File: src/rtl/cmd_ring_pkg.sv
package cmd_ring_pkg;
  typedef enum logic [3:0] {
    ST_IDLE,
    ST_RD_LO,
    ST_RD_HI,
    ST_RD_PROD,
    ST_RD_CONS,
    ST_CAPTURE,
    ST_FETCH,
    ST_LOAD,
    ST_OFFER,
    ST_WRITEBACK
  } seq_state_t;

  localparam int unsigned SLOT_LO   = 0;
  localparam int unsigned SLOT_HI   = 1;
  localparam int unsigned SLOT_PROD = 2;
  localparam int unsigned SLOT_CONS = 3;
endpackage

File: src/rtl/ring_ptr_step.sv
module ring_ptr_step #(
  parameter int unsigned WORD_W = 32
) (
  input  logic [WORD_W-1:0] cur,
  input  logic [WORD_W-1:0] lo,
  input  logic [WORD_W-1:0] hi,
  input  logic [WORD_W-1:0] prod,
  output logic [WORD_W-1:0] nxt,
  output logic              empty
);
  localparam int unsigned BPW = WORD_W / 8;

  logic [WORD_W-1:0] inc;

  always_comb begin
    inc   = cur + WORD_W'(BPW);
    nxt   = (inc == hi) ? lo : inc;
    empty = (prod == cur);
  end
endmodule

File: src/rtl/ring_sync_busy.sv
module ring_sync_busy (
  input  logic clk,
  input  logic rst_n,
  input  logic sync_req,
  input  logic drained,
  output logic busy
);
  always_ff @(posedge clk) begin
    if (!rst_n)        busy <= 1'b0;
    else if (sync_req) busy <= 1'b1;
    else if (drained)  busy <= 1'b0;
  end

  assert_sync_sets_busy_R8: assert property (@(posedge clk) disable iff (!rst_n)
    sync_req |=> busy);
  assert_busy_holds_R8: assert property (@(posedge clk) disable iff (!rst_n)
    (busy && !drained) |=> busy);
endmodule

File: src/rtl/ring_fetch_seq.sv
module ring_fetch_seq
  import cmd_ring_pkg::*;
#(
  parameter int unsigned ADDR_W = 16,
  parameter int unsigned WORD_W = 32
) (
  input  logic              clk,
  input  logic              rst_n,
  input  logic              cfg_done,
  output logic              mem_rd,
  output logic              mem_wr,
  output logic [ADDR_W-1:0] mem_addr,
  output logic [WORD_W-1:0] mem_wdata,
  input  logic [WORD_W-1:0] mem_rdata,
  output logic              cmd_valid,
  input  logic              cmd_ready,
  output logic [WORD_W-1:0] cmd_data,
  output logic              drained
);
  localparam int unsigned BPW   = WORD_W / 8;
  localparam int unsigned SHIFT = $clog2(BPW);

  seq_state_t        state;
  logic [WORD_W-1:0] lo_r, hi_r, prod_r, cons_r, data_r;
  logic [WORD_W-1:0] cons_adv;
  logic              ring_empty;

  ring_ptr_step #(.WORD_W(WORD_W)) u_step (
    .cur   (cons_r),
    .lo    (lo_r),
    .hi    (hi_r),
    .prod  (prod_r),
    .nxt   (cons_adv),
    .empty (ring_empty)
  );

  always_ff @(posedge clk) begin
    if (!rst_n) begin
      state  <= ST_IDLE;
      lo_r   <= '0;
      hi_r   <= '0;
      prod_r <= '0;
      cons_r <= '0;
      data_r <= '0;
    end else begin
      unique case (state)
        ST_IDLE:      if (cfg_done) state <= ST_RD_LO;
        ST_RD_LO:     state <= ST_RD_HI;
        ST_RD_HI: begin
          lo_r  <= mem_rdata;
          state <= ST_RD_PROD;
        end
        ST_RD_PROD: begin
          hi_r  <= mem_rdata;
          state <= ST_RD_CONS;
        end
        ST_RD_CONS: begin
          prod_r <= mem_rdata;
          state  <= ST_CAPTURE;
        end
        ST_CAPTURE: begin
          cons_r <= mem_rdata;
          state  <= ST_FETCH;
        end
        ST_FETCH:     state <= ring_empty ? ST_IDLE : ST_LOAD;
        ST_LOAD: begin
          data_r <= mem_rdata;
          state  <= ST_OFFER;
        end
        ST_OFFER: begin
          if (cmd_ready) begin
            cons_r <= cons_adv;
            state  <= ST_WRITEBACK;
          end
        end
        ST_WRITEBACK: state <= cfg_done ? ST_RD_LO : ST_IDLE;
        default:      state <= ST_IDLE;
      endcase
    end
  end

  always_comb begin
    mem_rd    = 1'b0;
    mem_wr    = 1'b0;
    mem_addr  = '0;
    mem_wdata = cons_r;
    unique case (state)
      ST_RD_LO:   begin mem_rd = 1'b1; mem_addr = ADDR_W'(SLOT_LO);   end
      ST_RD_HI:   begin mem_rd = 1'b1; mem_addr = ADDR_W'(SLOT_HI);   end
      ST_RD_PROD: begin mem_rd = 1'b1; mem_addr = ADDR_W'(SLOT_PROD); end
      ST_RD_CONS: begin mem_rd = 1'b1; mem_addr = ADDR_W'(SLOT_CONS); end
      ST_FETCH: begin
        mem_rd   = !ring_empty;
        mem_addr = ADDR_W'(cons_r >> SHIFT);
      end
      ST_WRITEBACK: begin mem_wr = 1'b1; mem_addr = ADDR_W'(SLOT_CONS); end
      default: ;
    endcase
  end

  assign cmd_valid = (state == ST_OFFER);
  assign cmd_data  = data_r;
  assign drained   = (state == ST_FETCH) && ring_empty;

  assert_hold_under_backpressure_R7: assert property (@(posedge clk) disable iff (!rst_n)
    (cmd_valid && !cmd_ready) |=> (cmd_valid && $stable(cmd_data)));
  assert_wb_after_accept_R6: assert property (@(posedge clk) disable iff (!rst_n)
    mem_wr |-> $past(cmd_valid && cmd_ready));
  assert_wr_slot_R11: assert property (@(posedge clk) disable iff (!rst_n)
    mem_wr |-> (mem_addr == ADDR_W'(SLOT_CONS)));
  assert_no_rd_wr_overlap_R11: assert property (@(posedge clk) disable iff (!rst_n)
    !(mem_rd && mem_wr));
  assert_gate_closed_R5: assert property (@(posedge clk) disable iff (!rst_n)
    ($past(state == ST_IDLE) && !$past(cfg_done)) |-> !mem_rd);
  assert_wrap_in_bounds_R4: assert property (@(posedge clk) disable iff (!rst_n)
    (mem_wr && $past(lo_r < hi_r && cons_r >= lo_r && cons_r < hi_r &&
                     cons_r[1:0] == 2'b00 && lo_r[1:0] == 2'b00 && hi_r[1:0] == 2'b00))
    |-> (mem_wdata >= lo_r && mem_wdata < hi_r));
endmodule

File: src/rtl/cmd_ring_reader.sv
module cmd_ring_reader #(
  parameter int unsigned ADDR_W = 16,
  parameter int unsigned WORD_W = 32
) (
  input  logic              clk,
  input  logic              rst_n,
  input  logic              cfg_done,
  input  logic              sync_req,
  output logic              busy,
  output logic              mem_rd,
  output logic              mem_wr,
  output logic [ADDR_W-1:0] mem_addr,
  output logic [WORD_W-1:0] mem_wdata,
  input  logic [WORD_W-1:0] mem_rdata,
  output logic              cmd_valid,
  input  logic              cmd_ready,
  output logic [WORD_W-1:0] cmd_data
);
  logic drained;

  ring_fetch_seq #(.ADDR_W(ADDR_W), .WORD_W(WORD_W)) u_seq (
    .clk       (clk),
    .rst_n     (rst_n),
    .cfg_done  (cfg_done),
    .mem_rd    (mem_rd),
    .mem_wr    (mem_wr),
    .mem_addr  (mem_addr),
    .mem_wdata (mem_wdata),
    .mem_rdata (mem_rdata),
    .cmd_valid (cmd_valid),
    .cmd_ready (cmd_ready),
    .cmd_data  (cmd_data),
    .drained   (drained)
  );

  ring_sync_busy u_busy (
    .clk      (clk),
    .rst_n    (rst_n),
    .sync_req (sync_req),
    .drained  (drained),
    .busy     (busy)
  );
endmodule

File: config.mk
export PLATFORM = sky130hd
export DESIGN_NAME = cmd_ring_reader
export DESIGN_NICKNAME = d
export VERILOG_FILES = /design/src/rtl/cmd_ring_pkg.sv /design/src/rtl/ring_ptr_step.sv /design/src/rtl/ring_sync_busy.sv /design/src/rtl/ring_fetch_seq.sv /design/src/rtl/cmd_ring_reader.sv
export SDC_FILE = /design/constraint.sdc
export NUM_CORES = 1
export LEC_CHECK = 0
export ABC_AREA = 1
export CAP_MARGIN = 10
export CELL_PAD_IN_SITES_DETAIL_PLACEMENT = 1
export CELL_PAD_IN_SITES_GLOBAL_PLACEMENT = 2
export CORE_MARGIN = 2
export CORE_UTILIZATION = 30
export DETAILED_ROUTE_END_ITERATION = 10
export PLACE_DENSITY_LB_ADDON = 0.1
export SYNTH_ARGS = -nofsm -noshare
export SYNTH_HDL_FRONTEND = slang
export SYNTH_HIERARCHICAL = 1
export SYNTH_SLANG_ARGS = --single-unit
File: constraint.sdc
create_clock -name clk -period 3.35 [get_ports clk]
set_input_delay 0.67 -clock clk [delete_from_list [all_inputs] [get_ports clk]]
set_output_delay 0.67 -clock clk [all_outputs]
set_load 0.05 [all_outputs]
* Word-level counts from Yosys, hierarchy flattened *
Index checks and enable logic that the tools add are counted.

word-level totals
  logic and storage cells = 43
  register bits = 165
  bits of input ports = 37
  output and inout bits = 84

cells by class
  eq/ne operators = 13
  multiplexer cells = 13
  reduce and logical (&&, ||, !) cells = 9
  $add $sub $neg = 1

operators with widths
  operator                                                                  count
  32-bit == test                                                            2
  32-bit two-way mux                                                        2
  16-bit one-hot mux with 4 select lines                                    1
  32-bit one-hot mux with 2 select lines                                    1
  4-bit one-hot mux with 10 select lines                                    1
  32-bit by 3-bit adder with 32-bit output (second input constant)          1
  4-bit by 3-bit == test with 1-bit output (second input constant)          4
  4-bit by 2-bit == test with 1-bit output (second input constant)          2
  4-bit == test (second input constant)                                     2
  4-bit two-way mux                                                         2
  4-bit by 1-bit == test with 1-bit output (second input constant)          1
  4-bit zero test                                                           1
  1-bit two-way mux                                                         4
  2-bit AND reduction                                                       2
  2-bit nonzero test                                                        2
  4-bit OR reduction                                                        1
  3-bit two-way mux                                                         1
  2-bit by 1-bit inequality test with 1-bit output (second input constant)  1
  2-bit inequality test (second input constant)                             1
  1-bit one-hot mux with 2 select lines                                     1
  2-bit OR reduction                                                        1
  1-bit logical AND                                                         1
  1-bit zero test                                                           1

* Logic depth before layout (Yosys ltp) *
  word-level depth = 5
  depth in mapped cells = 21
  mapped depth without buffers = 20

* Modules after synthesis *
The synthesis kept the hierarchy.

modules (own cells, without submodules)
  module          cells each  sequential area each (sq um)  instances  area an instance (sq um)
  ring_fetch_seq  936         3283.1                        1          6530.0
  ring_ptr_step   536         0.0                           1          2671.3
  ring_sync_busy  6           20.0                          1          43.8

* Worst setup path after synthesis *
No wires, ideal clock.

  kind = flip-flop to flip-flop
  start point = register u_seq.cons_r[2], in the netlist u_seq/mem_wdata[2]
  end point = register u_seq.cons_r[1], in the netlist u_seq/mem_wdata[1]
  data required time = 3.239 ns
  path buffers = 1
  stages on the path, launching flop included = 18
  period minus slack after synthesis = 2.832 ns
  arrival time = 2.721 ns
  setup time = 0.111 ns
  path slack = 0.518 ns
  path through = dfxtp_1 ha_1 nand2_2 nor2_8 nand2_4 nor2_8 xor3_1 nor2_1 nand2_1 nor2_4 nand3_4 buf_6 nand2_1 nand2_1 nand3_1 nand2_1 nor2_1 nor2_1

on the way
  word-level cells in the longest chain between the ends = 5

ends and longest elaborated chain
  what                                      RTL line              text
  start, declared                           ring_fetch_seq.sv:24  logic [WORD_W-1:0] lo_r, hi_r, prod_r, cons_r, data_r;
  start signal, assigned                    ring_fetch_seq.sv:62  cons_r <= mem_rdata;
  start signal, assigned                    ring_fetch_seq.sv:72  cons_r <= cons_adv;
  32-bit by 3-bit adder with 32-bit output  ring_ptr_step.sv:16   inc = cur + WORD_W'(BPW);
  32-bit == test                            ring_ptr_step.sv:17   nxt = (inc == hi) ? lo : inc;
  32-bit two-way mux                        ring_ptr_step.sv:17
  net u_seq.cons_adv[1]                     ring_fetch_seq.sv:25  logic [WORD_W-1:0] cons_adv;
  32-bit two-way mux                        ring_fetch_seq.sv:71  if (cmd_ready) begin
  32-bit one-hot mux with 2 select lines    ring_fetch_seq.sv:46  unique case (state)

The timed path passes the listed nets, and every way through them passes these cells. The select of a mux whose other input is x is not followed.
A chain may end at the register's enable or synchronous reset.

* Final worst setup path *
  start point = register u_seq.prod_r[31]
  end point = output mem_rd

on the way
  word-level cells in the longest chain between the ends = 3

ends and longest elaborated chain
  what                                   RTL line               text
  start, declared                        ring_fetch_seq.sv:24
  start signal, assigned                 ring_fetch_seq.sv:58   prod_r <= mem_rdata;
  32-bit == test                         ring_ptr_step.sv:18    empty = (prod == cur);
  net u_seq.ring_empty                   ring_fetch_seq.sv:26   logic ring_empty;
  1-bit zero test                        ring_fetch_seq.sv:93   mem_rd = !ring_empty;
  1-bit one-hot mux with 2 select lines  ring_fetch_seq.sv:87   unique case (state)
  end, declared                          cmd_ring_reader.sv:10  output logic mem_rd,

The timed path passes the listed nets, and every way through them passes these cells.

==> impl_metrics.yaml <==
clocking:
  clk_latency_ns: 0.45
  numCtsBuffers: 17
  tritoncts: "yes"
  cts_sinks: 165
  cts_hold_buf: 0
  cts_buffer_depth: 2
  htreeDepth: 4
  path_clk_slew_ns: 0.07
  root_buffer: "clkbuf_16"
yosys:
  synth_top_family_by_area: "simple AND/OR/NAND/NOR gates"
  syn_nets: 1516
  synth_area_leaders: "dfxtp_1 36%, nor2_1 16%, nand2_1 14%"
  synthMuxAreaShare_pct: 0
  synth-seq-cells: 165
  synth_flop_cell: "dfxtp_1"
  synth_cells: 1478
  synthArstFlopShare_pct: 0
  synth.most_common_cell: "nor2_1"
  synth_top_cell_by_area: "dfxtp_1"
  synthSimpleGateAreaFrac_pct: 43.9
  synth_warnings: 6
  synth-xor-area-share_pct: 3.91
  ys_types: 39
  synth-adder-area-share_pct: 0.135
  avgSynthCellArea_um2: 6.26
  synthesis.area_um2: 9250
  ys_seq_area_share_pct: 35.7
  synth.cells.most_frequent: "389 x nor2_1, 349 x nand2_1, 165 x dfxtp_1"
  synth_compound_area_share_pct: 8.00
  synth_top_area_share_pct: 35.7
  synth-edff-count: 0
critical_path:
  critPathKind: "reg -> out"
  cp-end-kind: "output port"
  crit_fanout: 2
  cp_cell_sequence: "xnor2_1, nand4_1, nor4_2, buf_4, and3_4, inv_2, nand3_2, o211ai_1, bufbuf_16"
  startpoint_type: "register"
  cpPeakStageDelay_ns: 0.37
  arrival_ns: 2.57
  worst_ep_required_time_ns: 2.68
  cp_num_buf_inv: 3
  crit_path_top_delay_cell: "nand4_1"
  cp_top_family: "simple AND/OR/NAND/NOR gates"
floorplanning:
  num_rows: 64
  start_util_pct: 30.4
  die_w_um: 180
  dieArea_um2: 32200
  die_y_um: 180
  io_pins: 121
  coreArea_um2: 30400
detailed_routing:
  drtPass1Iterations: 5
  drc: 0
  vias_per_cell: 4.96
  routed_wl_um: 39700
  ant_nets: 0
  drt_first_iter_violations: 593
  wl_per_cell_um: 19.8
  dr_total_vias: 9957
power:
  p_sw_share_pct: 34.8
  p_leak_nw: 5.15
  seqPwrFrac_pct: 39.8
  clkPwrFrac_pct: 37.0
  internal-power_mw: 3.56
  p_sw_mw: 1.90
  combPwrFrac_pct: 23.1
  ir_worst_vdd_mv: 0.351
  power.density_nw_per_um2: 468
placed_design:
  gp_congestion: 0.830
  hpwlAfterDp_um: 27600
  portBuffers: 120
  placed_cell_area_um2: 11000
global_routing:
  grt_pass1_vias: 9999
  grt_pass1_wl_um: 61000
  antenna_found_initial: 0
  grt_max_degree: 77
  track_usage_pct: 24.6
  grt_remaining_overflow: 0
sta:
  timing.fmax_ghz: 0.308
  rsz0062_at_grt: "false"
  worstMarginPinSlew_ns: 0.837
  hold_ws_ns: 0.479
  min_period_ns: 3.24
  fin_setup_tns_ns: 0
  fin_skew_ns: 0.0157
  finalCritPeriodShare_pct: 96.8
  hold_viol: 0
  setup_viol: 0
  drv_slew: 0
  relSlewSlack_pct: 44.2
outcome:
  status: "finished, final reports clean"
final_layout:
  nets: 1635
  drive_gt1_share_pct: 10.1
  area_growth_pct: 26.1
  num_antenna_cells: 0
  fill_cells: 3954
  final_area_um2: 11700
worst_hold_path:
  holdCritPathClass: "reg -> reg"
flow_run:
  drv_cap: 0
worst min-delay path: stages, from the launching register on:
cell,delay (ns)
dfxtp_1,0.31
nand2_1,0.08
a21oi_2,0.05
path summary, 6_finish.rpt:
path	startpoint	endpoint	slack (ns)	cells after the start
max	u_seq/prod_r[31]	mem_rd	0.11	9
min	u_busy/busy	u_busy/busy	0.48	2
max reg2reg	u_seq/mem_wdata[17]	u_seq/mem_wdata[17]	0.28	20
min reg2reg	u_busy/busy	u_busy/busy	0.48	2
routing by layer:
layer	up-vias	share of wire (%)	GRT usage [%]
li1	4913	-	-
met1	4829	51	35.7
met2	196	45	39.3
met3	19	3.7	3.28
met4	0	0.77	4.52
met5	-	0	0
power groups by stage:
stage	combinational [mW]	clock (mW)	sequential, mW
floorplan	0.664	0	2.24
global placement	1.21	0	2.22
detailed placement	1.21	0	2.22
CTS	1.26	2.08	2.18
global route	1.36	2.16	2.19
finish	1.26	2.02	2.18
timing repair:
item | CTS | global route
buffers inserted | 1 | 0
pin swaps | 3 | 5
gates resized for setup | 10 | 3
endpoints found under the setup margin | 1 | 1
gates cloned | 0 | 0
cells by family (layout without fill, tap and decap cells):
| logic type | after synthesis | count (layout) |
|---|---|---|
| and+or+nand+nor | 950 | 950 |
| buffers and inverters | 180 | 312 |
| DFF | 165 | 165 |
| AOI/OAI and AO/OA | 144 | 144 |
| xor gates and xnor gates | 38 | 38 |
| adders and majority gates | 1 | 1 |
final cells by class:
class                      instances  area, um^2  share of cell area, %
inverter                         106         398                   3.41
tap                              396         495                   4.25
timing repair buffer             174        1670                   14.3
clock buffer                      19         443                   3.80
clock inverter                    13         139                   1.19
multi-input combinational       1133        5200                   44.6
sequential                       165        3310                   28.4
state kept, by name (all words and copies together) (netlist names):
| register | flops |
|---|---|
| u_seq/cmd_data | 32 |
| u_seq/hi_r | 32 |
| u_seq/lo_r | 32 |
| u_seq/mem_wdata | 32 |
| u_seq/prod_r | 32 |
| u_seq/state | 4 |
| u_busy/busy | 1 |
metrics by stage:
| stage | cells | total power [mW] | utilization (%) | setup slack, ns |
|---|---|---|---|---|
| CTS | 2006 | 5.51 | 38.3 | 0.0137 |
| finish | 2006 | 5.46 | 38.3 | 0.108 |
| global route | 2006 | 5.71 | 38.3 | 0.00673 |
| global placement | 1973 | 3.43 | 36.2 | 0.362 |
| detailed placement | 1973 | 3.43 | 36.2 | 0.347 |
| floorplan | 1478 | 2.90 | - | 0.518 |
placed cells by master (no fill, tap or decap), types with 25 or more instances in the layout:
cell / count
nand4_1: 40
buf_4: 65
o21ai_0: 124
clkdlybuf4s50_1: 101
inv_1: 93
dfxtp_1: 160
xnor2_1: 25
nand2_1: 349
nand3_1: 113
nor2_1: 388
(Power assumes the default switching activity.)
